## src/rtl/fsr_pkg.sv

```systemverilog
package fsr_pkg;
  localparam int SYM_W = 2;

  typedef enum logic [1:0] {
    OP_HALT0  = 2'b00,
    OP_SEARCH = 2'b01,
    OP_READ4  = 2'b10,
    OP_HALT3  = 2'b11
  } op_e;

  typedef enum logic [1:0] {
    ST_IDLE   = 2'b00,
    ST_SEARCH = 2'b01,
    ST_READ   = 2'b10
  } st_e;
endpackage

```

## src/rtl/fsr_sym_window.sv

```systemverilog
module fsr_sym_window #(
  parameter int LEN   = 24,
  parameter int SYM_W = 2,
  localparam int WIN_W = LEN * SYM_W,
  localparam int CNT_W = $clog2(LEN + 1)
) (
  input  logic             clk,
  input  logic             rst_n,
  input  logic             clear,
  input  logic             shift,
  input  logic [SYM_W-1:0] sym_in,
  output logic [WIN_W-1:0] win_next,
  output logic             full_next
);
  logic [WIN_W-1:0] win_q;
  logic [CNT_W-1:0] fill_q;
  logic [CNT_W-1:0] fill_next;

  always_comb begin
    win_next  = shift ? {win_q[WIN_W-SYM_W-1:0], sym_in} : win_q;
    fill_next = (shift && (fill_q < CNT_W'(LEN))) ? fill_q + 1'b1 : fill_q;
    full_next = (fill_next == CNT_W'(LEN));
  end

  always_ff @(posedge clk or negedge rst_n) begin
    if (!rst_n) begin
      win_q  <= '0;
      fill_q <= '0;
    end else if (clear) begin
      win_q  <= '0;
      fill_q <= '0;
    end else begin
      win_q  <= win_next;
      fill_q <= fill_next;
    end
  end
endmodule

```

## src/rtl/fsr_mismatch.sv

```systemverilog
module fsr_mismatch #(
  parameter int LEN   = 24,
  parameter int SYM_W = 2,
  parameter logic [LEN*SYM_W-1:0] PAT = '0,
  localparam int CNT_W = $clog2(LEN + 1)
) (
  input  logic [LEN*SYM_W-1:0] win,
  output logic [CNT_W-1:0]     miss
);
  logic [LEN-1:0] differs;

  // one flag per symbol position: a symbol differing in any bit counts once
  for (genvar j = 0; j < LEN; j++) begin : g_sym
    assign differs[j] = (win[j*SYM_W +: SYM_W] != PAT[j*SYM_W +: SYM_W]);
  end

  always_comb begin
    miss = '0;
    for (int j = 0; j < LEN; j++) begin
      miss = miss + CNT_W'(differs[j]);
    end
  end
endmodule

```

## src/rtl/fsr_raw_pack.sv

```systemverilog
module fsr_raw_pack #(
  parameter int NSYM  = 4,
  parameter int SYM_W = 2,
  localparam int BYTE_W = NSYM * SYM_W,
  localparam int IDX_W  = (NSYM > 1) ? $clog2(NSYM) : 1
) (
  input  logic              clk,
  input  logic              rst_n,
  input  logic              clear,
  input  logic              shift,
  input  logic [SYM_W-1:0]  sym_in,
  output logic [BYTE_W-1:0] byte_next,
  output logic              last
);
  logic [BYTE_W-1:0] acc_q;
  logic [IDX_W-1:0]  idx_q;

  always_comb begin
    byte_next = {acc_q[BYTE_W-SYM_W-1:0], sym_in};
    last      = shift && (idx_q == IDX_W'(NSYM - 1));
  end

  always_ff @(posedge clk or negedge rst_n) begin
    if (!rst_n) begin
      acc_q <= '0;
      idx_q <= '0;
    end else if (clear || last) begin
      acc_q <= '0;
      idx_q <= '0;
    end else if (shift) begin
      acc_q <= byte_next;
      idx_q <= idx_q + 1'b1;
    end
  end
endmodule

```

## src/rtl/fsync_raw_rx.sv

```systemverilog
module fsync_raw_rx
  import fsr_pkg::*;
#(
  parameter int SYNC_LEN  = 24,
  parameter int RAW_SYMS  = 4,
  parameter int TOL_W     = 2,
  parameter logic [SYNC_LEN*SYM_W-1:0] SYNC_PAT = 48'hB5F2_3C9A_6E17,
  localparam int BYTE_W = RAW_SYMS * SYM_W,
  localparam int WIN_W  = SYNC_LEN * SYM_W,
  localparam int CNT_W  = $clog2(SYNC_LEN + 1)
) (
  input  logic              clk,
  input  logic              rst_n,
  input  logic              sym_valid,
  input  logic [SYM_W-1:0]  sym_data,
  output logic              sym_ready,
  input  logic              cmd_wr,
  input  logic [1:0]        cmd_op,
  input  logic [TOL_W-1:0]  tol,
  output logic [BYTE_W-1:0] rx_byte,
  output logic              buf_free,
  output logic              irq
);
  st_e               st_q;
  logic              take;
  logic              win_shift;
  logic              pack_shift;
  logic [WIN_W-1:0]  win_next;
  logic              win_full;
  logic [CNT_W-1:0]  miss;
  logic              hit;
  logic [BYTE_W-1:0] byte_next;
  logic              pack_last;

  assign sym_ready  = (st_q != ST_IDLE) && !cmd_wr;
  assign take       = sym_valid && sym_ready;
  assign win_shift  = take && (st_q == ST_SEARCH);
  assign pack_shift = take && (st_q == ST_READ);

  fsr_sym_window #(.LEN(SYNC_LEN), .SYM_W(SYM_W)) u_win (
    .clk      (clk),
    .rst_n    (rst_n),
    .clear    (cmd_wr),
    .shift    (win_shift),
    .sym_in   (sym_data),
    .win_next (win_next),
    .full_next(win_full)
  );

  fsr_mismatch #(.LEN(SYNC_LEN), .SYM_W(SYM_W), .PAT(SYNC_PAT)) u_cmp (
    .win (win_next),
    .miss(miss)
  );

  fsr_raw_pack #(.NSYM(RAW_SYMS), .SYM_W(SYM_W)) u_pack (
    .clk      (clk),
    .rst_n    (rst_n),
    .clear    (cmd_wr),
    .shift    (pack_shift),
    .sym_in   (sym_data),
    .byte_next(byte_next),
    .last     (pack_last)
  );

  assign hit = win_shift && win_full && (miss <= CNT_W'(tol));

  always_ff @(posedge clk or negedge rst_n) begin
    if (!rst_n) begin
      st_q     <= ST_IDLE;
      buf_free <= 1'b1;
      irq      <= 1'b0;
      rx_byte  <= '0;
    end else if (cmd_wr) begin
      irq <= 1'b0;
      case (op_e'(cmd_op))
        OP_SEARCH: begin st_q <= ST_SEARCH; buf_free <= 1'b0; end
        OP_READ4:  begin st_q <= ST_READ;   buf_free <= 1'b0; end
        default:   begin st_q <= ST_IDLE;   buf_free <= 1'b1; end
      endcase
    end else if (hit) begin
      st_q     <= ST_IDLE;
      buf_free <= 1'b1;
      irq      <= 1'b1;
    end else if (pack_last) begin
      st_q     <= ST_IDLE;
      rx_byte  <= byte_next;
      buf_free <= 1'b1;
      irq      <= 1'b1;
    end
  end
endmodule

```

## config.mk

```make
export PLATFORM = sky130hd
export DESIGN_NAME = fsync_raw_rx
export DESIGN_NICKNAME = d
export VERILOG_FILES = /design/src/rtl/fsr_pkg.sv /design/src/rtl/fsr_sym_window.sv /design/src/rtl/fsr_mismatch.sv /design/src/rtl/fsr_raw_pack.sv /design/src/rtl/fsync_raw_rx.sv
export SDC_FILE = /design/constraint.sdc
export NUM_CORES = 1
export LEC_CHECK = 0
export ABC_CLOCK_PERIOD_IN_PS = 8320
export BUFFER_PORTS_ARGS = -buffer_cell sky130_fd_sc_hd__buf_2
export CORE_UTILIZATION = 35
export DETAILED_ROUTE_END_ITERATION = 12
export PLACE_DENSITY = 0.49
export SYNTH_ARGS = -nofsm -noshare
export SYNTH_HDL_FRONTEND = slang
export SYNTH_HIERARCHICAL = 1
export SYNTH_SLANG_ARGS = --single-unit
export TNS_END_PERCENT = 50
```

## constraint.sdc

```tcl
create_clock -name clk -period 8.32 [get_ports clk]
set_input_delay 1.248 -clock clk [delete_from_list [all_inputs] [get_ports clk]]
set_output_delay 1.248 -clock clk [all_outputs]
set_load 0.03 [all_outputs]
```

==> impl_metrics.env <==
export IMPL_skew_ps=6.77
export IMPL_numCtsBuffers=9
export IMPL_setup_tns_ps=0
export IMPL_drt_initial_drc_count=102
export IMPL_wirelength_um=7300
export IMPL_pwr_share_comb=0.046
export IMPL_crit_type="in2reg"
export IMPL_post_route_period_util=0.877
export IMPL_fp_dieW_um=112
export IMPL_viasPerCell=4.70
export IMPL_grt_total_usage=0.134
export IMPL_dp_hpwl_um=4940
export IMPL_drive_above_1_share=0.298
export IMPL_fmax_mhz=137
export IMPL_seq_area_frac_synth=0.435
export IMPL_seq_area_sq_um=1830
export IMPL_clk_pin_slew_worst_paths_ps=60
export IMPL_ys_warn_count=6
export IMPL_multiInputGateArea_sq_um=2150
export IMPL_h_tree_depth=3
export IMPL_netlist_instances=338
export IMPL_drtPass1Iterations=4
export IMPL_wl_per_cell_um=14.4
export IMPL_io_buffer_count=20
export IMPL_die_area_sq_um=12400
export IMPL_grt_pass1_vias=2488
export IMPL_drc=0
export IMPL_status="finished clean"
export IMPL_p_int_mw=0.601
export IMPL_slew_violations=0
export IMPL_rows=39
export IMPL_clkLatencyLatePin_ps=340
export IMPL_core_sq_um=11600
export IMPL_root_buffer="clkbuf_16"
export IMPL_required_ps=8550
export IMPL_p_per_area_nw_per_um2=166
export IMPL_slew_headroom=0.372
export IMPL_critical_path_slowest_cell="and4bb_4"
export IMPL_dp_cells=490
export IMPL_cp_top_family="adder cells"
export IMPL_cts_setup_buffers=0
export IMPL_critPathBufInv=6
export IMPL_hold_class="reg2reg"
export IMPL_path_common_cell="fa_1"
export IMPL_ys_types=38
export IMPL_p_total_mw=0.782
export IMPL_worstPathMaxFanout=28
export IMPL_grt_max_degree=74
export IMPL_vias=2376
export IMPL_slowest_delay_ps=650
export IMPL_fin_nets=397
export IMPL_start_util=0.363
export IMPL_final_cell_area_sq_um=4700
export IMPL_cp_start_kind="input port"
export IMPL_setup_viol=0
export IMPL_cts_max_path_buffers=2
export IMPL_sw_frac_of_total=0.231
export IMPL_syn_nets=377
export IMPL_antenna_cells=0
export IMPL_drt_antenna_violating_nets=0
export IMPL_p_leak_nw=2.22
export IMPL_cts_hold_fix_buffers=0
export IMPL_rsz0062_at_grt="no"
export IMPL_io_pins=21
export IMPL_overflow=0
export IMPL_avgSynthCellArea_sq_um=12.4
export IMPL_final_util=0.406
export IMPL_place_congestion=0.749
export IMPL_seqPwrFrac=0.460
export IMPL_tightest_slew_ps=941
export IMPL_clkPwrFrac=0.494
export IMPL_end_kind="register"
export IMPL_path_cells="buf_2, and4bb_4, buf_4, mux2_4, nand2b_1, fa_1, fa_1, fa_1, fa_1, inv_1, fa_1, inv_1, ha_1, inv_1, fa_1, inv_1, ha_1, nor2b_1, o21ai_0, a21oi_4, mux2_2"
export IMPL_vdd_ir_drop_max_mv=0.108
export IMPL_netSwitchingPower_mw=0.181
export IMPL_max_cap_violations=0
export IMPL_post_dp_cell_area_sq_um=4400
export IMPL_arrival_ps=7520
export IMPL_period_needed_ps=7300
export IMPL_synth_seq_cells=73
export IMPL_antenna_found_initial=0
export IMPL_area_growth_pct=11.9
export IMPL_cts_sink_count=73
export IMPL_ys_flop_type="dfrtp_1"
export IMPL_finalHoldViolCount=0
export IMPL_cts_tree="yes"
export IMPL_final_cells=506
export IMPL_synth_area_sq_um=4200
export IMPL_ctsResizeCount=0
export IMPL_synth_edff_count=0
export IMPL_synthArstFlopShare=1.00
export IMPL_num_fill_cells=1093
export IMPL_grt_pass1_wl_um=12800
export IMPL_die_y_um=112
-- power by group through the flow --
stage	logic, mW	clock network (mW)	registers, mW
CTS	0.0373	0.399	0.359
floorplan	0.0215	0	0.367
detailed placement	0.0373	0	0.366
finish	0.0359	0.386	0.359
global route	0.0408	0.416	0.359
global placement	0.0372	0	0.366
-- logic make-up after synthesis --
group | after synthesis | synth area share
buffers and inverters | 44 | 0.0530
AND/OR/NAND/NOR | 107 | 0.155
XOR/XNOR | 4 | 0.00834
adder cells (fa/ha/maj) | 29 | 0.117
flip-flops | 73 | 0.435
multiplexers | 58 | 0.187
AO/OA/AOI/OAI | 23 | 0.0447
-- worst paths after layout --
path	startpoint	to	slack [ps]	depth (start not counted)
min reg2reg	buf_free	buf_free	460	2
max in group asynchronous	rst_n	u_pack/acc_q[0]	6670	1
min	buf_free	buf_free	460	2
max	cmd_wr	rx_byte[2]	1020	21
min in group asynchronous	rst_n	u_win/win_q[47]	1060	1
max reg2reg	st_q[1]	rx_byte[2]	1580	20
-- state kept, by name, summed over array words and instances, names as in the netlist --
signal        cells
buf_free          1
irq               1
rx_byte           8
st_q              2
u_pack/acc_q      6
u_pack/idx_q      2
u_win/fill_q      5
u_win/win_q      48
-- cell usage in the layout, fill, tap and decap left out, drive strengths merged --
cell / count
dfrtp: 72
nor2b: 58
mux2: 56
inv: 29
buf: 24
fa: 17
nor2: 12
nand2b: 12
ha: 12
clkbuf: 10
nand2: 9
a21oi: 6
o21ai: 4
clkinvlp: 4
a32o: 4
nor3b: 4
and2: 3
xnor2: 3
a31o: 3
a211oi: 2
or2: 2
nand4: 2
mux2i: 2
and4bb: 2
and4b: 1
a22o: 1
dfstp: 1
bufinv: 1
clkinv: 1
a21o: 1
or3b: 1
a21boi: 1
xor2: 1
nand4b: 1
a31oi: 1
-- layout make-up --
cell class                      count  share of cell area
Multi-Input combinational cell    221               0.458
Sequential cell                    73               0.389
Clock buffer                       10              0.0487
Tap cell                          143              0.0381
Timing Repair Buffer               24              0.0282
Inverter                           29              0.0232
Clock inverter                      6              0.0146
-- metal layers --
metal,wire length [um],vias up,track usage
li1,-,1151,-
met1,3880,1196,0.191
met2,3080,19,0.185
met3,173,10,0.0365
met4,162,0,0.0676
met5,0,-,0
-- metrics by stage --
stage / hold WS [ps] / setup WS [ps]
5_1_grt: 495 / 694
3_3_place_gp: 451 / 729
6_report: 458 / 1020
3_5_place_dp: 452 / 651
2_1_floorplan: 460 / 1060
4_1_cts: 462 / 1020
-- Yosys cell counts (2+ instances only) --
cell type / n / area [sq um]
dfrtp_1: 72 / 1800
nor2b_1: 58 / 363
mux2_4: 36 / 541
inv_1: 29 / 109
mux2_2: 20 / 225
fa_1: 17 / 340
ha_1: 12 / 150
nand2b_1: 12 / 75.1
nor2_1: 12 / 45.0
nand2_1: 9 / 33.8
buf_6: 6 / 67.6
clkbuf_1: 5 / 18.8
a21oi_1: 4 / 20.0
a32o_1: 4 / 40.0
o21ai_0: 4 / 20.0
a31o_2: 3 / 26.3
and2_1: 3 / 18.8
buf_4: 3 / 22.5
nor3b_1: 3 / 22.5
xnor2_1: 3 / 26.3
a211oi_1: 2 / 15.0
and4bb_2: 2 / 25.0
mux2i_1: 2 / 20.0
nand4_1: 2 / 12.5
or2_2: 2 / 12.5
-- worst register-to-register path, delay by kind of cell, from the launching register on --
family / cells / cell delay, ps
adders and majority gates: 8 / 3410
and+or+nand+nor: 3 / 990
AOI/OAI and AO/OA: 2 / 650
muxes: 2 / 630
buffers and inverters: 5 / 550
DFF: 1 / 400
No activity file was read; power rests on OpenSTA's default activity.
